## config.mk

```make
export PLATFORM = sky130hd
export DESIGN_NAME = thermRegIf
export DESIGN_NICKNAME = d
export VERILOG_FILES = /design/src/rtl/thermRegPkg.sv /design/src/rtl/thermRegCtrl.sv /design/src/rtl/thermRegDatapath.sv /design/src/rtl/thermRegIf.sv
export SDC_FILE = /design/constraint.sdc
export NUM_CORES = 1
export LEC_CHECK = 0
export ABC_CLOCK_PERIOD_IN_PS = 1700
export CAP_MARGIN = 5
export CORE_MARGIN = 1.5
export CORE_UTILIZATION = 50
export DETAILED_ROUTE_END_ITERATION = 16
export DONT_BUFFER_PORTS = 1
export PLACE_DENSITY = 0.68
export SYNTH_ARGS = -nofsm -noshare
export SYNTH_HDL_FRONTEND = slang
export SYNTH_SLANG_ARGS = --single-unit
```

## constraint.sdc

```tcl
create_clock -name clk -period 1.7 [get_ports clk]
set_input_delay 0.255 -clock clk [delete_from_list [all_inputs] [get_ports clk]]
set_output_delay 0.255 -clock clk [all_outputs]
set_load 0.01 [all_outputs]
```

## src/rtl/thermRegPkg.sv

```systemverilog
package thermRegPkg;
  localparam int ADDR_W = 3;
  localparam int SEL_W  = 2;   // sensor select field width in the bank-control register

  // address map
  localparam logic [ADDR_W-1:0] ADDR_CFG    = 3'd0;
  localparam logic [ADDR_W-1:0] ADDR_HI     = 3'd1;
  localparam logic [ADDR_W-1:0] ADDR_LO     = 3'd2;
  localparam logic [ADDR_W-1:0] ADDR_OFF_UP = 3'd3;
  localparam logic [ADDR_W-1:0] ADDR_OFF_LO = 3'd4;
  localparam logic [ADDR_W-1:0] ADDR_SUB    = 3'd5;
  localparam logic [ADDR_W-1:0] ADDR_FAN    = 3'd6;
  localparam logic [ADDR_W-1:0] ADDR_STAT   = 3'd7;

  // field positions in the bank-control register
  localparam int SEL_LSB = 0;
  localparam int SUB_LSB = 2;
  localparam int SRC_LSB = 4;

  // register behind ADDR_SUB
  localparam logic [1:0] SUB_INT_MASK = 2'd0;
  localparam logic [1:0] SUB_OFF_MASK = 2'd1;
  localparam logic [1:0] SUB_AUX_A    = 2'd2;
  localparam logic [1:0] SUB_AUX_B    = 2'd3;

  // source behind ADDR_STAT
  localparam logic [1:0] SRC_TEMP = 2'd0;
  localparam logic [1:0] SRC_OFFS = 2'd1;
  localparam logic [1:0] SRC_INT  = 2'd2;

  typedef struct packed {
    logic              wrCfg;
    logic              wrHi;
    logic              wrLo;
    logic              wrOffUp;
    logic              wrOffLo;
    logic              wrSub;
    logic              wrFan;
    logic              rdStb;
    logic [ADDR_W-1:0] rdAddr;
  } regStrobe_t;
endpackage

```

## src/rtl/thermRegCtrl.sv

```systemverilog
module thermRegCtrl
  import thermRegPkg::*;
(
  input  logic              regEn,
  input  logic              regWr,
  input  logic [ADDR_W-1:0] regAddr,
  output regStrobe_t        strobe
);
  logic wrAcc;
  assign wrAcc = regEn & regWr;

  always_comb begin
    strobe         = '0;
    strobe.rdStb   = regEn & ~regWr;
    strobe.rdAddr  = regAddr;
    strobe.wrCfg   = wrAcc && (regAddr == ADDR_CFG);
    strobe.wrHi    = wrAcc && (regAddr == ADDR_HI);
    strobe.wrLo    = wrAcc && (regAddr == ADDR_LO);
    strobe.wrOffUp = wrAcc && (regAddr == ADDR_OFF_UP);
    strobe.wrOffLo = wrAcc && (regAddr == ADDR_OFF_LO);
    strobe.wrSub   = wrAcc && (regAddr == ADDR_SUB);
    strobe.wrFan   = wrAcc && (regAddr == ADDR_FAN);
    // ADDR_STAT is read-only: no write strobe exists for it
  end
endmodule

```

## src/rtl/thermRegDatapath.sv

```systemverilog
module thermRegDatapath
  import thermRegPkg::*;
#(
  parameter int DATA_W      = 8,
  parameter int NUM_SENSORS = 4,   // at most 2**SEL_W
  parameter int NUM_FANS    = 3    // at most NUM_SENSORS
) (
  input  logic                          clk,
  input  logic                          rstN,
  input  regStrobe_t                    strobe,
  input  logic [DATA_W-1:0]             regWdata,
  input  logic [NUM_SENSORS*DATA_W-1:0] tempIn,
  input  logic [DATA_W-1:0]             offsetTemp,
  input  logic [DATA_W-1:0]             intType,
  output logic [DATA_W-1:0]             regRdata,
  output logic                          intClr,
  output logic [NUM_SENSORS*DATA_W-1:0] hiThresh,
  output logic [NUM_SENSORS*DATA_W-1:0] loThresh,
  output logic [DATA_W-1:0]             offUpper,
  output logic [DATA_W-1:0]             offLower,
  output logic [DATA_W-1:0]             intMask,
  output logic [DATA_W-1:0]             offMask,
  output logic [DATA_W-1:0]             auxCfgA,
  output logic [DATA_W-1:0]             auxCfgB,
  output logic [NUM_FANS*DATA_W-1:0]    fanStage
);
  logic [DATA_W-1:0] cfgReg;
  logic [DATA_W-1:0] hiReg  [NUM_SENSORS];
  logic [DATA_W-1:0] loReg  [NUM_SENSORS];
  logic [DATA_W-1:0] fanReg [NUM_FANS];
  logic [SEL_W-1:0]  sensorSel;
  logic [1:0]        subSel;
  logic [1:0]        srcSel;
  logic [DATA_W-1:0] rdNext;

  assign sensorSel = cfgReg[SEL_LSB +: SEL_W];
  assign subSel    = cfgReg[SUB_LSB +: 2];
  assign srcSel    = cfgReg[SRC_LSB +: 2];

  // unbanked registers
  always_ff @(posedge clk or negedge rstN) begin
    if (!rstN) begin
      cfgReg   <= '0;
      offUpper <= '1;
      offLower <= '0;
      intMask  <= '0;
      offMask  <= '0;
      auxCfgA  <= '0;
      auxCfgB  <= '0;
    end else begin
      if (strobe.wrCfg)   cfgReg   <= regWdata;
      if (strobe.wrOffUp) offUpper <= regWdata;
      if (strobe.wrOffLo) offLower <= regWdata;
      if (strobe.wrSub) begin
        case (subSel)
          SUB_INT_MASK: intMask <= regWdata;
          SUB_OFF_MASK: offMask <= regWdata;
          SUB_AUX_A:    auxCfgA <= regWdata;
          default:      auxCfgB <= regWdata;
        endcase
      end
    end
  end

  // per-sensor limit banks
  for (genvar g = 0; g < NUM_SENSORS; g++) begin : g_sensor
    always_ff @(posedge clk or negedge rstN) begin
      if (!rstN) begin
        hiReg[g] <= '1;
        loReg[g] <= '0;
      end else begin
        if (strobe.wrHi && sensorSel == SEL_W'(g)) hiReg[g] <= regWdata;
        if (strobe.wrLo && sensorSel == SEL_W'(g)) loReg[g] <= regWdata;
      end
    end
    assign hiThresh[g*DATA_W +: DATA_W] = hiReg[g];
    assign loThresh[g*DATA_W +: DATA_W] = loReg[g];
  end

  // fan stage bank; selections without a fan reach nothing
  for (genvar f = 0; f < NUM_FANS; f++) begin : g_fan
    always_ff @(posedge clk or negedge rstN) begin
      if (!rstN)                                      fanReg[f] <= '0;
      else if (strobe.wrFan && sensorSel == SEL_W'(f)) fanReg[f] <= regWdata;
    end
    assign fanStage[f*DATA_W +: DATA_W] = fanReg[f];
  end

  // read source selection
  always_comb begin
    rdNext = '0;
    case (strobe.rdAddr)
      ADDR_CFG:    rdNext = cfgReg;
      ADDR_HI:     for (int i = 0; i < NUM_SENSORS; i++) if (sensorSel == SEL_W'(i)) rdNext = hiReg[i];
      ADDR_LO:     for (int i = 0; i < NUM_SENSORS; i++) if (sensorSel == SEL_W'(i)) rdNext = loReg[i];
      ADDR_OFF_UP: rdNext = offUpper;
      ADDR_OFF_LO: rdNext = offLower;
      ADDR_SUB: begin
        case (subSel)
          SUB_INT_MASK: rdNext = intMask;
          SUB_OFF_MASK: rdNext = offMask;
          SUB_AUX_A:    rdNext = auxCfgA;
          default:      rdNext = auxCfgB;
        endcase
      end
      ADDR_FAN:    for (int i = 0; i < NUM_FANS; i++) if (sensorSel == SEL_W'(i)) rdNext = fanReg[i];
      default: begin
        case (srcSel)
          SRC_TEMP: for (int i = 0; i < NUM_SENSORS; i++)
                      if (sensorSel == SEL_W'(i)) rdNext = tempIn[i*DATA_W +: DATA_W];
          SRC_OFFS: rdNext = offsetTemp;
          SRC_INT:  rdNext = intType;
          default:  rdNext = '0;
        endcase
      end
    endcase
  end

  always_ff @(posedge clk or negedge rstN) begin
    if (!rstN) begin
      regRdata <= '0;
      intClr   <= 1'b0;
    end else begin
      if (strobe.rdStb) regRdata <= rdNext;
      intClr <= strobe.rdStb && (strobe.rdAddr == ADDR_STAT) && (srcSel == SRC_INT);
    end
  end
endmodule

```

## src/rtl/thermRegIf.sv

```systemverilog
module thermRegIf
  import thermRegPkg::*;
#(
  parameter int DATA_W      = 8,
  parameter int NUM_SENSORS = 4,
  parameter int NUM_FANS    = 3
) (
  input  logic                          clk,
  input  logic                          rstN,
  input  logic                          regEn,
  input  logic                          regWr,
  input  logic [ADDR_W-1:0]             regAddr,
  input  logic [DATA_W-1:0]             regWdata,
  output logic [DATA_W-1:0]             regRdata,
  input  logic [NUM_SENSORS*DATA_W-1:0] tempIn,
  input  logic [DATA_W-1:0]             offsetTemp,
  input  logic [DATA_W-1:0]             intType,
  output logic                          intClr,
  output logic [NUM_SENSORS*DATA_W-1:0] hiThresh,
  output logic [NUM_SENSORS*DATA_W-1:0] loThresh,
  output logic [DATA_W-1:0]             offUpper,
  output logic [DATA_W-1:0]             offLower,
  output logic [DATA_W-1:0]             intMask,
  output logic [DATA_W-1:0]             offMask,
  output logic [DATA_W-1:0]             auxCfgA,
  output logic [DATA_W-1:0]             auxCfgB,
  output logic [NUM_FANS*DATA_W-1:0]    fanStage
);
  regStrobe_t strobe;

  thermRegCtrl ctrl_i (
    .regEn   (regEn),
    .regWr   (regWr),
    .regAddr (regAddr),
    .strobe  (strobe)
  );

  thermRegDatapath #(
    .DATA_W      (DATA_W),
    .NUM_SENSORS (NUM_SENSORS),
    .NUM_FANS    (NUM_FANS)
  ) dp_i (
    .clk        (clk),
    .rstN       (rstN),
    .strobe     (strobe),
    .regWdata   (regWdata),
    .tempIn     (tempIn),
    .offsetTemp (offsetTemp),
    .intType    (intType),
    .regRdata   (regRdata),
    .intClr     (intClr),
    .hiThresh   (hiThresh),
    .loThresh   (loThresh),
    .offUpper   (offUpper),
    .offLower   (offLower),
    .intMask    (intMask),
    .offMask    (offMask),
    .auxCfgA    (auxCfgA),
    .auxCfgB    (auxCfgB),
    .fanStage   (fanStage)
  );
endmodule

```

# Yosys cells after proc, flatten, opt, wreduce, memory -nomap -nowiden
# Cells that the tools add are included.
[word_totals]
out_inout_bits = 145
input_bits = 63
reg_bits = 153
word_cells = 85
[classes]
reduce_logical = 29
eq_ne = 14
n_bitwise = 4
n_mux = 18
[op_table]
columns = ["cell", "count"]
rows = [
  ["2-to-1 mux 8 bit", 15],
  ["case mux 8 bit (7 select lines)", 1],
  ["case mux 8 bit (3 select lines)", 2],
  ["logical AND 1 bit", 20],
  ["== test 3 bit, second input constant", 4],
  ["== test 2 bit, second input constant", 4],
  ["AND reduction 2 bit", 4],
  ["== test 2 x 1 -> 1 bit, second input constant", 3],
  ["== test 3 x 2 -> 1 bit, second input constant", 2],
  ["logical NOT 2 bit", 3],
  ["== test 3 x 1 -> 1 bit, second input constant", 1],
  ["logical NOT 3 bit", 1],
  ["OR reduction 3 bit", 1],
  ["bitwise AND 1 bit", 2],
  ["inverter 1 bit", 2],
]

# Logic depth before layout (Yosys ltp)
[logic_depth]
depth_word = 7
ltp_mapped = 8
mapped_depth_nobuf = 5

# Hierarchy
# Synthesis repeated with hierarchy kept, for this count alone.
[unflattened]
cells_unflattened = 550
area_unflattened_um2 = 7578.5
[by_module_without_submodules]
columns = ["mod", "cells_each", "n_inst", "seq_area_each_um2", "area_each_um2"]
rows = [
  ["thermRegDatapath", 534, 1, 3878.7, 7482.2],
  ["thermRegCtrl", 16, 1, 0.0, 96.3],
]

# Worst setup path before layout
# No wires, ideal clock.
[synth_timing]
kind = "reg-to-reg"
from = "register dp_i.cfgReg[0]"
to = "register dp_i.regRdata[2]"
arrival_ns = 1.590
path_slack_ns = -0.016
path_stages_with_launch = 6
period_less_slack_ns = 1.716
required_ns = 1.574
setup_ns = 0.126
cell_sequence = "dfrtp_1 > mux4_1 > mux2i_1 > a2bb2oi_1 > nor2_1 > o32a_1"
[synth_between]
elab_chain_len = 7
[synth_lines]
columns = ["item", "line", "source"]
rows = [
  ["start: declaration", "thermRegDatapath.sv:27", "logic [DATA_W-1:0] cfgReg;"],
  ["start signal: assignment", "thermRegDatapath.sv:51", "if (strobe.wrCfg) cfgReg <= regWdata;"],
  ["logical NOT 2 bit", "--", ""],
  ["2-to-1 mux 8 bit (4 in series)", "thermRegDatapath.sv:110", "if (sensorSel == SEL_W'(i)) rdNext = tempIn[i*DATA_W +: DATA_W];"],
  ["case mux 8 bit (3 select lines)", "thermRegDatapath.sv:108", "case (srcSel)"],
  ["case mux 8 bit (7 select lines) (*)", "thermRegDatapath.sv:92", "case (strobe.rdAddr)"],
  ["end signal: assignment", "thermRegDatapath.sv:124", "if (strobe.rdStb) regRdata <= rdNext;"],
  ["end: declaration", "thermRegDatapath.sv:15", "output logic [DATA_W-1:0] regRdata,"],
]
# Mark *: on every way between the ends. The rest lies on a longest branch, timed or not.
# A chain may end at the register's enable or synchronous reset.

# Final worst setup path
[layout_timing]
from = "register dp_i.cfgReg[0]"
to = "register dp_i.regRdata[3]"
# The elaborated chain is that of the path after synthesis.

==> results by group <==
Outcome
  • Outcome: complete, but fails checks
  • Failing checks: negative hold slack, negative setup slack

Synthesis
  • Ys flop type: dfrtp_1
  • Cells after synthesis: 546
  • Synth Net Count: 609
  • Number of flops mapped to enable cells by yosys: 0
  • Sequential share of the synthesized area: 50.0%
  • Avg Cell Area, Syn: 14.2 um2
  • Mapped Area: 7750 um2
  • Warnings, synthesis: 0
  • Cell variety after synth: 58
  • Asr flop ratio synth: 100%
  • Flops & latches, synth: 153

Pwr
  • Sw frac: 30.5%
  • Comb pwr share: 27.8%
  • Switch Pwr: 3.91 mW
  • Total Power: 12.8 mW
  • Cell internal pwr: 8.89 mW
  • LEAKAGE: 4.28 nW
  • Clock Power Share: 28.6%
  • Part of the power in registers: 43.6%
  • Pwr/cell area: 1330 nW/um2
  • Worst VDD drop: 0.679 mV

Final layout
  • Nets: 702
  • Fraction of final layout cells sized beyond drive strength 1: 58.4%
  • Fillers: 1,135
  • Layout area overhead: 24.2%
  • Post-route cell area: 9630 um2

Die
  • Core area: 15,100 um2
  • I/O pins: 208
  • Die Height: 128 um
  • DIE AREA: 16,300 um2
  • Die span in x: 128 um
  • Cell Rows: 45
  • Initial core utilization: 51.2%

Placed design
  • Placed cell area: 8620 um2
  • Post-placement worst setup slack: -296 ps
  • PortBufs: 0
  • DP Wirelength: 15,900 um
  • GPL Wtd Cong: 0.870

CTS
  • Htree depth: 4
  • Reg clk slew, reported paths: 60 ps
  • TritonCTS buffer count: 17
  • Post-CTS Hold Buffers: 8
  • TritonCTS clock tree: yes
  • Max clock buf depth: 2
  • Root buffer selected by CTS: clkbuf_16
  • Clock latency on the worst-skew pair: 420 ps
  • CTS Sinks: 153

Timing
  • Count of final hold-check violations: 153
  • Fin Setup TNS: -3770 ps
  • Max Fclk: 0.521 GHz
  • Final setup vio count: 32
  • RSZ-0062 raised after global routing: true
  • Final Slew Violations: 0
  • WHS: -472 ps
  • Post-layout min period: 1920 ps
  • Worst Skew: 10.6 ps
  • Period utilization: 113%
  • Worst slew margin: 32.0%
  • Worst-Margin Slew: 1020 ps
  • Final setup margin: -220 ps

Route
  • 1st-iter DRT viols: 311
  • DR vias/cell: 6.13
  • Drt wl/cell: 27.6 um
  • Detail Route Antenna Nets: 0
  • Routed wire length: 23,200 um
  • Pre-antenna DRT Iters: 4
  • Remaining DRCs: 0
  • Detailed-route via count: 5,165

Flow run
  • Max-cap violation count: 0

Global route
  • Initial antenna violation count: 2
  • Gr usage total: 28.9%
  • Grt ovf: 0
  • First-pass GRT wire length: 34,100 um
  • Largest net degree at the start of global routing: 154
  • Vias in the first global route: 5,638

Setup path
  • Kind of critical path: register to register
  • Crit Path Max Fanout: 8
  • Worst setup startpoint: dp_i.cfgReg[0]
  • Worst EP arrival: 2230 ps
  • CP required: 2010 ps
  • CP endpoint kind: register
  • Worst setup SP type: register
  • Worst flop-to-flop path startpoint: dp_i.cfgReg[0]

Hold path
  • Hold Crit Class: input port to asynchronous set/reset pin
-- per-layer routing --
layer  track usage (%)  share of wire (%)
met5                 0                  0
met2              48.5                 50
met1              33.8                 37
met4              11.4                2.1
met3              10.7                 11
-- logic make-up after synthesis --
kind of cell | after synthesis | synth area share [%]
multiplexers | 202 | 33.5
flip-flops | 153 | 50.0
AND/OR/NAND/NOR | 94 | 7.54
AO/OA/AOI/OAI | 59 | 5.71
buffers and inverters | 38 | 3.26
-- power groups by stage --
stage | Clock (mW) | Combinational, mW | Sequential (mW)
final | 3.66 | 3.56 | 5.59
after CTS | 3.71 | 3.31 | 5.57
after global routing | 3.86 | 3.77 | 5.69
after global placement | 0 | 3.00 | 5.57
after floorplan | 0 | 2.00 | 5.45
after detailed placement | 0 | 3.06 | 5.61
-- stage by stage --
| stage | instances | util [%] |
|---|---|---|
| final | 842 | 63.6 |
| after global routing | 841 | 63.6 |
| after CTS | 834 | 62.1 |
| after detailed placement | 792 | 56.9 |
| after global placement | 792 | 56.9 |
| after floorplan | 546 | - |
-- final timing paths --
check / end / slack [ps] / depth (start not counted)
setup / recovery: dp_i.regRdata[3] / -220 / 5
hold / removal: dp_i.loThresh[24] / -470 / 0
hold reg to reg: dp_i.cfgReg[7] / 510 / 1
min in group clk: dp_i.intClr / 120 / 2
setup reg to reg: dp_i.regRdata[3] / -220 / 5
max in group asynchronous: dp_i.offUpper[7] / 1900 / 0
-- layout by cell type (no fill, tap or decap), types with 9 or more instances in the layout --
master,n
dfrtp_1,110
mux2_2,97
buf_4,78
mux2_4,47
dfstp_2,40
mux2i_1,28
mux4_2,24
nor2_1,20
clkbuf_16,18
buf_12,15
nand2_1,13
a21oi_1,11
nor3_1,9
-- sequential cells by signal (all words and copies together) (netlist names) --
register / flops
dp_i.intClr: 1
dp_i.hiThresh: 32
dp_i.cfgReg: 8
dp_i.loThresh: 32
dp_i.offMask: 8
dp_i.auxCfgB: 8
dp_i.fanStage: 24
dp_i.offLower: 8
dp_i.regRdata: 8
dp_i.offUpper: 8
dp_i.auxCfgA: 8
dp_i.intMask: 8
-- final cells by class --
class | count | area [um2] | area share, %
Antenna cell | 2 | 5.00 | 0.0520
Clock buffer | 24 | 472 | 4.90
Clock inverter | 8 | 97.6 | 1.01
Inverter | 1 | 6.26 | 0.0650
Multi-Input combinational cell | 355 | 3820 | 39.7
Sequential cell | 153 | 3880 | 40.3
Tap cell | 188 | 235 | 2.44
Timing Repair Buffer | 111 | 1110 | 11.5
-- synth_stat cells (2+ instances only) --
master,n,area (um2)
o21ai_0,6,30.0
or3_1,2,12.5
clkbuf_1,12,45.0
mux4_1,2,52.6
a31oi_1,3,18.8
a32oi_1,2,17.5
a211oi_1,4,30.0
mux2_4,22,330
dfrtp_1,113,2830
mux4_2,22,495
nor2b_1,9,56.3
a22oi_1,4,30.0
nor3_1,9,45.0
nor3_2,2,20.0
mux2i_1,33,330
nand4_1,3,18.8
nor2_2,7,43.8
a2bb2oi_1,2,17.5
nor3_4,2,32.5
nand3b_4,2,40.0
mux2_2,121,1360
o32a_1,7,70.1
a2111oi_2,2,30.0
o211ai_1,7,52.6
nor2_1,20,75.1
buf_4,6,45.0
a21oi_1,12,60.1
buf_6,8,90.1
nand2b_1,8,50.1
nand2_1,15,56.3
buf_2,9,45.0
a22o_1,3,26.3
mux2_1,2,22.5
nand2_2,2,12.5
dfstp_2,40,1050
-- worst max-delay path: stages, from the launching register on --
cell and delay [ps]:
dfrtp_2 530, buf_6 170, mux4_2 550, a21oi_2 130, o21ai_1 100, o32a_1 330
-- timing repair --
action                     CTS  global route
pin swaps                    9             9
hold endpoints to repair   297           153
resized for setup           32            35
buffers inserted             1             6
gates cloned                 1             1
setup endpoints to repair   80            88
Power figures use the tool's default switching activity.
